[config.mk]
export PLATFORM = sky130hd
export DESIGN_NAME = prog_interval_clock
export DESIGN_NICKNAME = d
export VERILOG_FILES = /design/src/rtl/pic_pkg.sv /design/src/rtl/pic_tick_sel.sv /design/src/rtl/pic_counter.sv /design/src/rtl/pic_status.sv /design/src/rtl/prog_interval_clock.sv
export SDC_FILE = /design/constraint.sdc
export NUM_CORES = 1
export LEC_CHECK = 0
export BUFFER_PORTS_ARGS = -buffer_cell sky130_fd_sc_hd__buf_2
export CAP_MARGIN = 5
export CORE_MARGIN = 2
export CORE_UTILIZATION = 58
export CTS_BUF_LIST = sky130_fd_sc_hd__clkbuf_8 sky130_fd_sc_hd__clkbuf_16
export CTS_CLUSTER_DIAMETER = 50
export DETAILED_ROUTE_END_ITERATION = 10
export PLACE_DENSITY_LB_ADDON = 0.25
export SYNTH_ARGS = -nofsm -noshare
export SYNTH_HDL_FRONTEND = slang
export SYNTH_SLANG_ARGS = --single-unit
export TNS_END_PERCENT = 20
[constraint.sdc]
create_clock -name clk_i -period 4.2 [get_ports clk_i]
set_input_delay 0.21 -clock clk_i [delete_from_list [all_inputs] [get_ports clk_i]]
set_output_delay 0.21 -clock clk_i [all_outputs]
set_load 0.005 [all_outputs]
[src/rtl/pic_pkg.sv]
package pic_pkg;
  localparam int RATE_W = 2;
  localparam int N_SRC  = 1 << RATE_W;

  typedef enum logic [1:0] {
    REG_CTRL   = 2'd0,
    REG_PRESET = 2'd1,
    REG_COUNT  = 2'd2,
    REG_NONE   = 2'd3
  } reg_sel_e;

  localparam int B_RUN  = 0;
  localparam int B_RATE = 1;
  localparam int B_RPT  = 3;
  localparam int B_UP   = 4;
  localparam int B_STEP = 5;
  localparam int B_IE   = 6;
  localparam int B_DONE = 7;

  typedef struct packed {
    logic              ie;
    logic              up;
    logic              rpt;
    logic [RATE_W-1:0] rate;
    logic              run;
  } ctrl_t;
endpackage

[src/rtl/pic_tick_sel.sv]
module pic_tick_sel import pic_pkg::*; (
  input  logic              run_i,
  input  logic [RATE_W-1:0] rate_i,
  input  logic [N_SRC-1:0]  tick_i,
  input  logic              block_i,
  output logic              adv_o
);
  logic [N_SRC-1:0] hit;

  for (genvar g = 0; g < N_SRC; g++) begin : g_src
    assign hit[g] = tick_i[g] && (rate_i == RATE_W'(g));
  end

  assign adv_o = run_i && (|hit) && !block_i;
endmodule

[src/rtl/pic_counter.sv]
module pic_counter #(
  parameter int W = 16
) (
  input  logic         clk_i,
  input  logic         rst_ni,
  input  logic         load_i,
  input  logic [W-1:0] load_val_i,
  input  logic         reload_i,
  input  logic         adv_i,
  input  logic         up_i,
  input  logic         rpt_i,
  output logic [W-1:0] cnt_o,
  output logic [W-1:0] preset_o,
  output logic         tc_o
);
  logic [W-1:0] cnt_q, preset_q, nxt;

  assign nxt  = up_i ? cnt_q + W'(1) : cnt_q - W'(1);
  assign tc_o = adv_i && (nxt == '0);

  always_ff @(posedge clk_i or negedge rst_ni) begin
    if (!rst_ni) begin
      cnt_q    <= '0;
      preset_q <= '0;
    end else if (load_i) begin
      cnt_q    <= load_val_i;
      preset_q <= load_val_i;
    end else if (reload_i) begin
      cnt_q <= preset_q;
    end else if (tc_o) begin
      if (rpt_i) begin
        cnt_q <= preset_q;
      end else begin
        cnt_q    <= '0;
        preset_q <= '0;
      end
    end else if (adv_i) begin
      cnt_q <= nxt;
    end
  end

  assign cnt_o    = cnt_q;
  assign preset_o = preset_q;
endmodule

[src/rtl/pic_status.sv]
module pic_status import pic_pkg::*; (
  input  logic  clk_i,
  input  logic  rst_ni,
  input  logic  ctrl_wr_i,
  input  ctrl_t wr_ctrl_i,
  input  logic  clr_i,
  input  logic  tc_i,
  output ctrl_t ctrl_o,
  output logic  done_o,
  output logic  err_o,
  output logic  irq_o
);
  ctrl_t ctrl_q;
  logic  done_q, err_q, irq_q;
  logic  done_base, err_base, ie_eff;

  assign done_base = clr_i ? 1'b0 : done_q;
  assign err_base  = clr_i ? 1'b0 : err_q;
  assign ie_eff    = ctrl_wr_i ? wr_ctrl_i.ie : ctrl_q.ie;

  always_ff @(posedge clk_i or negedge rst_ni) begin
    if (!rst_ni) begin
      ctrl_q <= '0;
      done_q <= 1'b0;
      err_q  <= 1'b0;
      irq_q  <= 1'b0;
    end else begin
      if (ctrl_wr_i) ctrl_q <= wr_ctrl_i;
      else if (tc_i && !ctrl_q.rpt) ctrl_q.run <= 1'b0;

      // clear first, then terminal count sets
      done_q <= done_base || (tc_i && !done_base);
      err_q  <= err_base || (tc_i && done_base);

      if (tc_i && ie_eff) irq_q <= 1'b1;
      else if (clr_i)     irq_q <= 1'b0;
    end
  end

  assign ctrl_o = ctrl_q;
  assign done_o = done_q;
  assign err_o  = err_q;
  assign irq_o  = irq_q;
endmodule

[src/rtl/prog_interval_clock.sv]
module prog_interval_clock import pic_pkg::*; #(
  parameter int DATA_W = 16
) (
  input  logic              clk_i,
  input  logic              rst_ni,
  input  logic              bus_sel_i,
  input  logic              bus_wr_i,
  input  logic [1:0]        bus_addr_i,
  input  logic [DATA_W-1:0] bus_wdata_i,
  output logic [DATA_W-1:0] bus_rdata_o,
  input  logic [N_SRC-1:0]  tick_i,
  output logic              irq_o
);
  reg_sel_e    reg_sel;
  logic        ctrl_wr, ctrl_rd, preset_wr, clr;
  ctrl_t       wr_ctrl, ctrl;
  logic        done, err, tc;
  logic        adv_tick, step_man, adv, reload, up_eff, rpt_eff;
  logic [DATA_W-1:0] cnt, preset;

  assign reg_sel   = reg_sel_e'(bus_addr_i);
  assign ctrl_wr   = bus_sel_i &&  bus_wr_i && (reg_sel == REG_CTRL);
  assign ctrl_rd   = bus_sel_i && !bus_wr_i && (reg_sel == REG_CTRL);
  assign preset_wr = bus_sel_i &&  bus_wr_i && (reg_sel == REG_PRESET);
  assign clr       = ctrl_wr || ctrl_rd || preset_wr;

  assign wr_ctrl.run  = bus_wdata_i[B_RUN];
  assign wr_ctrl.rate = bus_wdata_i[B_RATE +: RATE_W];
  assign wr_ctrl.rpt  = bus_wdata_i[B_RPT];
  assign wr_ctrl.up   = bus_wdata_i[B_UP];
  assign wr_ctrl.ie   = bus_wdata_i[B_IE];

  assign step_man = ctrl_wr && !wr_ctrl.run && bus_wdata_i[B_STEP];
  assign reload   = ctrl_wr && wr_ctrl.run && (!ctrl.run || (wr_ctrl.rate != ctrl.rate));
  assign up_eff   = ctrl_wr ? wr_ctrl.up  : ctrl.up;
  assign rpt_eff  = ctrl_wr ? wr_ctrl.rpt : ctrl.rpt;
  assign adv      = adv_tick || step_man;

  pic_tick_sel u_tick (
    .run_i   (ctrl.run),
    .rate_i  (ctrl.rate),
    .tick_i  (tick_i),
    .block_i (ctrl_wr || preset_wr),
    .adv_o   (adv_tick)
  );

  pic_counter #(.W(DATA_W)) u_cnt (
    .clk_i      (clk_i),
    .rst_ni     (rst_ni),
    .load_i     (preset_wr),
    .load_val_i (bus_wdata_i),
    .reload_i   (reload),
    .adv_i      (adv),
    .up_i       (up_eff),
    .rpt_i      (rpt_eff),
    .cnt_o      (cnt),
    .preset_o   (preset),
    .tc_o       (tc)
  );

  pic_status u_stat (
    .clk_i     (clk_i),
    .rst_ni    (rst_ni),
    .ctrl_wr_i (ctrl_wr),
    .wr_ctrl_i (wr_ctrl),
    .clr_i     (clr),
    .tc_i      (tc),
    .ctrl_o    (ctrl),
    .done_o    (done),
    .err_o     (err),
    .irq_o     (irq_o)
  );

  always_comb begin
    bus_rdata_o = '0;
    unique case (reg_sel)
      REG_CTRL: begin
        bus_rdata_o[B_RUN]            = ctrl.run;
        bus_rdata_o[B_RATE +: RATE_W] = ctrl.rate;
        bus_rdata_o[B_RPT]            = ctrl.rpt;
        bus_rdata_o[B_UP]             = ctrl.up;
        bus_rdata_o[B_IE]             = ctrl.ie;
        bus_rdata_o[B_DONE]           = done;
        bus_rdata_o[DATA_W-1]         = err;
      end
      REG_COUNT: bus_rdata_o = cnt;
      default:   bus_rdata_o = '0;
    endcase
  end
endmodule

==> results of run 1 <==
sequential cells by signal, summed over array words and instances, names as in the netlist:
| name | flops |
|---|---|
| u_stat.ctrl_o | 6 |
| u_stat.irq_o | 1 |
| u_stat.err_o | 1 |
| u_stat.done_o | 1 |
| u_cnt.cnt_o | 16 |
| u_cnt.preset_o | 16 |
per-stage QoR:
step	instances	worst slack [ns]
6_report	475	0.5187
4_1_cts	475	0.5132
2_1_floorplan	375	0.4134
3_3_place_gp	467	0.4121
5_1_grt	475	0.2004
3_5_place_dp	467	0.2344
placed cells by master, fill, tap and decap left out, types with 7 or more instances in the layout:
cell type | Yosys | routed
buf_4 | 0 | 7
buf_2 | 3 | 42
o22ai_1 | 8 | 8
nand3_1 | 13 | 13
o21a_1 | 9 | 9
nor2_1 | 38 | 37
and3_1 | 12 | 12
nor3_1 | 16 | 16
a211oi_1 | 13 | 13
nand2_1 | 42 | 42
a21oi_1 | 24 | 24
xor2_1 | 7 | 7
inv_1 | 9 | 10
dfrtp_1 | 41 | 41
o21ai_0 | 27 | 27
mux2i_1 | 19 | 19
kinds of logic after synthesis:
family,Yosys count
adders and majority gates,2
and+or+nand+nor,152
DFF,41
xor gates and xnor gates,12
muxes,27
buffers and inverters,37
AOI/OAI and AO/OA,104
final timing paths:
path / from / endpoint / cells past startpoint
max in group asynchronous: rst_ni / u_cnt.cnt_o[13] / 1
max reg2reg: u_stat.ctrl_o[4] / u_cnt.cnt_o[14] / 12
min reg2reg: u_stat.irq_o / u_stat.irq_o / 1
min in group clk_i: bus_wdata_i[14] / u_cnt.preset_o[14] / 3
max: bus_addr_i[0] / u_cnt.cnt_o[14] / 14
min: rst_ni / u_cnt.preset_o[0] / 1
power breakdown:
part	internal (mW)	switching (mW)	total, mW	leakage (nW)
Combinational	0.357	0.466	0.823	0.991
Clock	0.115	0.142	0.256	0.0416
Sequential	0.509	0.242	0.751	0.509
synth_stat cells, types with 2 or more instances:
cell type / number
a211oi_1: 13
a21o_1: 2
a21oi_1: 24
a31oi_1: 2
and3_1: 12
and4_1: 3
buf_2: 3
buf_6: 5
clkbuf_1: 19
dfrtp_1: 41
ha_1: 2
inv_1: 9
mux2_2: 5
mux2i_1: 19
mux2i_4: 2
nand2_1: 42
nand3_1: 13
nand4_1: 4
nor2_1: 38
nor3_1: 16
nor4_1: 5
o211ai_1: 3
o21a_1: 9
o21ai_0: 27
o22ai_1: 8
o31ai_1: 2
o32ai_1: 2
or3_1: 3
or4_1: 4
xnor2_1: 5
xor2_1: 7
area by class of cell:
class / count / area, µm² / area share
tap: 70 / 87.58 / 0.02574
multi-input combinational: 297 / 1901 / 0.5587
inverter: 10 / 37.54 / 0.01103
sequential: 41 / 1026 / 0.3016
timing repair buffer: 49 / 262.8 / 0.07723
clock buffer: 5 / 68.82 / 0.02023
clock inverter: 3 / 18.77 / 0.005517
metal layers:
layer,up-vias,global-route usage
met4,0,0.1089
met5,-,0
li1,1435,-
met3,17,0.04235
met2,107,0.4626
met1,1427,0.4536
worst max-delay path: cells and delay by family:
kind	cells	cell delay, ns
muxes	2	0.54
buffers and inverters	2	0.24
xor gates and xnor gates	1	0.15
and+or+nand+nor	5	1.61
adders and majority gates	1	0.29
AOI/OAI and AO/OA	3	0.85
==> impl_metrics.tcl, run 1 <==
set metrics [dict create \
    status "completed" \
    path_cells "buf_2 -> nor4bb_2 -> mux2i_4 -> inv_2 -> xnor2_1 -> ha_1 -> or4_1 -> nand2_1 -> mux2_2 -> a21oi_1 -> and4bb_2 -> nand4_2 -> o31a_4 -> a211oi_1" \
    cp_slowest_stage_delay_ns 0.51 \
    drive_above_1_share 0.1852 \
    critPathMaxFanout 15 \
    top_layer_used "met4" \
    finalMaxSlewViolations 0 \
    power_mw 1.830 \
    finalHoldViolations 0 \
    post_cts_buffers 0 \
    nets 432 \
    syn-num-nets 403 \
    fin_skew_ns 0.008372 \
    dieArea_um2 5954 \
    synthSimpleGateAreaFrac 0.2515 \
    yosysSeqAreaShare 0.3305 \
    wl_met3_um 498 \
    hold_buffers 0 \
    antenna_found_initial 0 \
    synth_compound_area_frac 0.2168 \
    yosysTopAreaCell "dfrtp_1" \
    slew_headroom 0.2356 \
    synth_mux_area_frac 0.1012 \
    design_area_um2 3402 \
    drtIter0Drc 180 \
    drc 0 \
    synthXorXnorAreaFrac 0.03386 \
    crit_required_ns 4.40 \
    synthAdderAreaFrac 0.008061 \
    whs_ns 0.03616 \
    cts_tree "yes" \
    ys_seq_elements 41 \
    grt_pass1_wl_mm 14.55 \
    peakVddDrop_v 0.0003180 \
    overflow 0 \
    clkTransAtPathRegs_ns 0.08 \
    worst_ep_arrival_time_ns 3.88 \
    endpoint_kind "register" \
    rows 26 \
    synth_top_area_frac 0.3305 \
    synth_area_um2 3104 \
    rrSetupSlack_ns 0.81 \
    yosys_warnings 0 \
    finalSetupViolCount 0 \
    clockRootBuffer "clkbuf_8" \
    drt_wl_total_mm 8.430 \
    fp.dieH_um 77.16 \
    grt_max_degree 42 \
    critPathLaunchType "input pin" \
    synthArstFlopShare 1.000 \
    ctsResizeCount 0 \
    track_usage 0.3076 \
    start_util 0.6039 \
    synth_edf_count 0 \
    tightest_slew_ns 1.145 \
    max-cap-violations 0 \
    hp-class "in2async" \
    p_leak_nw 1.542 \
    crit_slowest_cell "o31a_4" \
    fin_setup_tns_ns 0 \
    fin_crit_sh 0.8765 \
    diodes 0 \
    ant_nets 0 \
    grt_pass1_vias 2888 \
    syn_inst 375 \
    wl_met2_mm 3.841 \
    wl_met1_mm 3.942 \
    cts_sinks 41 \
    portBuffers 42 \
    period_needed_ns 3.681 \
    clk_latency_ns 0.30 \
    cts_buffers 5 \
    io_pins 43 \
    synth_area_leaders "dfrtp_1, mux2i_1, nand2_1" \
    wire_per_inst_um 17.75 \
    avgSynthCellArea_um2 8.278 \
    area_growth_pct 9.593 \
    powerDensity_nw_per_um2 537.9 \
    dp_hpwl_mm 6.231 \
    final.fill_count 481 \
    grt_setup_unrepaired "no" \
    place.gp.congestion 0.9399 \
    crit_type "in2reg" \
    placed_area_um2 3314 \
    h-tree-depth 2 \
    clockBufferDepth 2 \
    final_util 0.6619 \
    yosysUniqueCellTypes 57 \
    dr_total_vias 2986 \
    avgViaCountPerCell 6.286 \
    die_w_um 77.16 \
    drt_pre_antenna_iters 4 \
    synth_top_family_by_area "simple AND/OR/NAND/NOR gates" \
    coreArea_um2 5140 \
    max_freq_mhz 271.6 \
    synthFlopType "dfrtp_1" \
]
Note: power is estimated with default switching activity, not from simulation.
==> inputs of run 2 (changes only) <==
Settings changed: ABC_AREA set to 1, CORE_UTILIZATION 58 to 59.
==> impl_metrics.tcl, run 2 <==
set metrics [dict create \
    status "completed" \
    yosysSeqAreaShare 0.3024 \
    powerDensity_nw_per_um2 560.9 \
    coreArea_um2 5540 \
    cp_top_family "simple AND/OR/NAND/NOR gates" \
    hp-class "in2async" \
    nets 605 \
    synthFlopType "dfrtp_1" \
    worst_ep_arrival_time_ns 3.84 \
    path_cells "inv_1 -> nand2_2 -> nand2_2 -> nand2_2 -> nand2_1 -> inv_1 -> ha_1 -> inv_1 -> nand2_1 -> nand3_1 -> nand2_1 -> nand2_1 -> nand2_1 -> nand2_1 -> nand2_1 -> nor2_1 -> nand2_1 -> nor2_1 -> nand3_2 -> nand3_2 -> nand3_1 -> nor2_1 -> nor2_1" \
    cts_tree "yes" \
    critPathMaxFanout 31 \
    synth_edf_count 0 \
    crit_slowest_cell "nand3_2" \
    synth_area_um2 3393 \
    critPathBufInv 3 \
    antenna_found_initial 0 \
    grt_pass1_wl_mm 16.26 \
    rrSetupSlack_ns 0.54 \
    crit_type "reg2reg" \
    peakVddDrop_v 0.0003014 \
    drtIter0Drc 389 \
    post-place-ws_ns 0.3447 \
    place.gp.congestion 1.040 \
    dr_total_vias 3747 \
    start_util 0.6125 \
    layout.cells.non_filler 649 \
    netlist_top_cells_count "nand2_1, nor2_1, inv_1" \
    r2r-start "u_stat.ctrl_o[4]" \
    max-cap-violations 0 \
    post-synth-top-count-cell "nand2_1" \
    period_needed_ns 3.663 \
    fin_crit_sh 0.8722 \
    max_freq_mhz 273.0 \
    syn_inst 546 \
    ys_seq_elements 41 \
    clk_latency_ns 0.29 \
    finalMaxSlewViolations 0 \
    fin_skew_ns 0.006633 \
    placed_area_um2 3608 \
    layout_commonest_cell "nand2_1" \
    ant_nets 0 \
    crit_path_frequent_cell "nand2_1" \
    h-tree-depth 2 \
    dp_hpwl_mm 7.275 \
    clkTransAtPathRegs_ns 0.08 \
    tightest_slew_ns 0.9789 \
    overflow 0 \
    drc 0 \
    crit_required_ns 4.38 \
    track_usage 0.3272 \
    final.fill_count 502 \
    dieArea_um2 6374 \
    final_cell_mix "nand2_1, nor2_1, inv_1" \
    drt_wl_total_mm 9.795 \
    grt_max_degree 42 \
    endpoint_kind "register" \
    rows 27 \
    diodes 0 \
    reg2reg_depth 23 \
    p_switching_mw 1.022 \
    portBuffers 42 \
    wire_per_inst_um 15.09 \
    yosys_warnings 0 \
    dp.cells 642 \
    finalSetupViolCount 0 \
    design_area_um2 3712 \
    power_mw 2.082 \
    intPower_mw 1.061 \
    drt_pre_antenna_iters 7 \
    fp.dieH_um 79.84 \
    finalHoldViolations 0 \
    die_w_um 79.84 \
    avgViaCountPerCell 5.773 \
    drive_above_1_share 0.1282 \
    io_pins 43 \
    swShare 0.4907 \
    fin_ws_ns 0.5369 \
    ctsResizeCount 0 \
    fin_setup_tns_ns 0 \
    cp_slowest_stage_delay_ns 0.56 \
    synth_area_leaders "dfrtp_1, nand2_1, nor2_1" \
    p_leak_nw 1.993 \
    synth_top_area_frac 0.3024 \
    power_frac_seq 0.323 \
    slew_headroom 0.3405 \
    grt_pass1_vias 3355 \
    avgSynthCellArea_um2 6.215 \
    cts_buffers 5 \
    synthArstFlopShare 1.000 \
    syn-num-nets 574 \
    grt_setup_unrepaired "no" \
    post_cts_buffers 0 \
    whs_ns 0.03791 \
    clockRootBuffer "clkbuf_8" \
    r2r_end "u_cnt.cnt_o[8]" \
    yosysUniqueCellTypes 37 \
    yosysTopAreaCell "dfrtp_1" \
    clockPowerShare 0.148 \
    p_comb_frac 0.529 \
    cts_sinks 41 \
    clockBufferDepth 2 \
    hold_buffers 0 \
    area_growth_pct 9.403 \
    critPathLaunchType "register" \
    final_util 0.6701 \
]
## run 2: layout make-up
class / instances / area (µm²) / share of cell area
sequential: 41 / 1026 / 0.2764
clock buffer: 5 / 68.82 / 0.01854
multi-input combinational: 417 / 2004 / 0.5399
clock inverter: 2 / 35.03 / 0.009437
inverter: 66 / 247.7 / 0.06673
tap: 72 / 90.09 / 0.02427
timing repair buffer: 46 / 240.2 / 0.06471
## run 2: kinds of logic (layout without fill, tap and decap cells)
kind of cell | count (synthesis) | in the layout | synth area share
AND/OR/NAND/NOR | 334 | 334 | 0.4145
buffers and inverters | 88 | 119 | 0.1084
AO/OA/AOI/OAI | 77 | 77 | 0.1571
flip-flops | 41 | 41 | 0.3024
XOR/XNOR | 4 | 4 | 0.01033
adder cells (fa/ha/maj) | 2 | 2 | 0.007373
## run 2: worst max-delay path by stage
stage | endpoint | slack (ns) | startpoint | depth (start not counted)
2_1_floorplan | u_cnt.cnt_o[10] | 1.60 | bus_addr_i[1] | 25
3_3_place_gp | u_cnt.cnt_o[1] | 0.52 | bus_sel_i | 26
3_5_place_dp | u_cnt.preset_o[1] | 0.34 | bus_addr_i[1] | 23
4_1_cts | u_cnt.cnt_o[8] | 0.60 | u_stat.ctrl_o[4] | 23
5_1_grt | u_cnt.cnt_o[11] | 0.04 | u_stat.ctrl_o[4] | 23
6_report | u_cnt.cnt_o[8] | 0.54 | u_stat.ctrl_o[4] | 23
## run 2: routing by layer
metal	GRT usage	routed length (µm)	share of wire
met1	0.4841	4334	0.44
met2	0.5143	4508	0.46
met3	0.04864	891	0.091
met4	0.05932	59	0.0060
met5	0	0	0
## run 2: power by group through the flow
stage               clock [mW]  combinational (mW)  sequential [mW]
floorplan                    0               0.855            0.604
global route             0.330                1.25            0.687
finish                   0.309                1.10            0.672
detailed placement           0                1.06            0.670
CTS                      0.316                1.08            0.662
global placement             0                1.05            0.670
==> inputs of run 3 (changes only) <==
Settings changed: ABC_AREA 1 to unset, CORE_ASPECT_RATIO set to 0.9, CORE_UTILIZATION 59 to 58.
==> impl_metrics.tcl, run 3 (synthesized netlist as in run 1, its figures left out) <==
set metrics [dict create \
    status "completed" \
    grt_max_degree 42 \
    regArea_um2 1026 \
    drtIter0Drc 227 \
    clockRootBuffer "clkbuf_8" \
    clkTransAtPathRegs_ns 0.08 \
    crit_slowest_cell "nor4bb_2" \
    grt_pass1_wl_mm 13.99 \
    critPathBufInv 2 \
    grt_use_met3 0.05160 \
    start_util 0.5978 \
    avgViaCountPerCell 6.393 \
    p_comb_frac 0.441 \
    place.gp.congestion 0.9352 \
    clockBufferDepth 2 \
    whs_ns 0.04661 \
    reg2reg_depth 12 \
    finalSetupViolCount 0 \
    final_cell_mix "nand2_1, buf_2, dfrtp_1" \
    p_switching_mw 0.8550 \
    dieArea_um2 5954 \
    final.fill_count 468 \
    crit_required_ns 4.39 \
    overflow 0 \
    power_frac_seq 0.398 \
    io_pins 43 \
    die_w_um 81.12 \
    drc 0 \
    diodes 0 \
    drt_pre_antenna_iters 5 \
    tightest_slew_ns 1.016 \
    fin_skew_ns 0.006858 \
    cts_tree "yes" \
    cp.depth 14 \
    wire_per_inst_um 18.27 \
    dp_hpwl_mm 6.376 \
    multi_input_comb_area_um2 1901 \
    fin_ws_ns 0.4428 \
    period_needed_ns 3.757 \
    cp_slowest_stage_delay_ns 0.50 \
    drt_wl_total_mm 8.643 \
    critPathMaxFanout 15 \
    hold_buffers 0 \
    dr_total_vias 3024 \
    met2_usage 0.4747 \
    top_usage_layer "met2" \
    worst_ep_arrival_time_ns 3.95 \
    peakVddDrop_v 0.0003616 \
    grt_pass1_vias 2717 \
    max-cap-violations 0 \
    cts_sinks 41 \
    fin_setup_tns_ns 0 \
    finalHoldViolations 0 \
    endpoint_kind "register" \
    grtUsageMet1 0.4608 \
    rows 25 \
    nets 434 \
    antenna_found_initial 0 \
    powerDensity_nw_per_um2 554.7 \
    p_leak_nw 1.564 \
    critPathLaunchType "input pin" \
    intPower_mw 1.047 \
    grt_setup_unrepaired "no" \
    track_usage 0.3100 \
    coreArea_um2 5192 \
    ant_nets 0 \
    cp_top_family "simple AND/OR/NAND/NOR gates" \
    portBuffers 42 \
    drive_above_1_share 0.1897 \
    crit_type "in2reg" \
    clk_latency_ns 0.29 \
    finalMaxSlewViolations 0 \
    post-place-ws_ns 0.2109 \
    hp-class "in2async" \
    clockPowerShare 0.161 \
    fp.dieH_um 73.41 \
    fin_crit_sh 0.8946 \
    max_freq_mhz 266.2 \
    post_cts_buffers 0 \
    path_cells "buf_2 -> nor4bb_2 -> mux2i_4 -> inv_2 -> xnor2_1 -> ha_1 -> or4_1 -> nand2b_1 -> nor3_1 -> o21ai_0 -> a22oi_1 -> nand3_2 -> o31a_4 -> a211oi_1" \
    ctsResizeCount 0 \
    area_growth_pct 10.48 \
    h-tree-depth 2 \
    slew_headroom 0.3220 \
    cts_buffers 5 \
    swShare 0.4494 \
]
-- run 3: metal layers --
metal  up-vias  routed length [µm]
li1       1442                   -
met5         -                   0
met1      1419                3859
met2       148                3864
met4         0                 143
met3        15                 777
-- run 3: path summary, 6_finish.rpt --
check,from,slack [ns],endpoint
worst max register to register,u_stat.ctrl_o[4],0.74,u_cnt.cnt_o[15]
worst min-delay path,rst_ni,0.05,u_stat.ctrl_o[0]
worst min register to register,u_cnt.preset_o[0],0.53,u_cnt.cnt_o[0]
max in group asynchronous,rst_ni,3.59,u_cnt.preset_o[13]
min in group clk_i,bus_wdata_i[15],0.15,u_cnt.preset_o[15]
worst max-delay path,bus_addr_i[0],0.44,u_cnt.cnt_o[15]
-- run 3: power groups by stage --
| stage | clock network, mW | registers (mW) | logic (mW) |
|---|---|---|---|
| after floorplan | 0 | 0.585 | 0.734 |
| after global placement | 0 | 0.749 | 0.810 |
| after detailed placement | 0 | 0.755 | 0.820 |
| after CTS | 0.308 | 0.746 | 0.827 |
| after global routing | 0.328 | 0.781 | 0.922 |
| final | 0.307 | 0.757 | 0.838 |
-- run 3: area by class of cell --
cell class	instances	share of cell area
clock buffers	5	0.02007
repair buffers	51	0.08099
clock inverters	2	0.01022
inverters	10	0.01094
multi-input cells	297	0.5542
flip-flops and latches	41	0.2992
well taps	67	0.02444
-- run 3: worst reg2reg max path, stage by stage, from the launching register on --
cell      delay, ns
dfrtp_1        0.44
mux2i_4        0.19
inv_2          0.06
xnor2_1        0.16
ha_1           0.28
or4_1          0.47
nand2b_1       0.20
nor3_1         0.21
o21ai_0        0.15
a22oi_1        0.28
nand3_2        0.20
o31a_4         0.46
a211oi_1       0.26
-- run 3: metrics by stage --
step,util,power (mW),instance area (µm²),instances
3_5_place_dp,0.6405,1.574,3326,466
3_3_place_gp,0.6405,1.559,3326,466
6_report,0.6605,1.902,3430,473
2_1_floorplan,-,1.320,3104,375
4_1_cts,0.6605,1.881,3430,473
5_1_grt,0.6605,2.030,3430,473
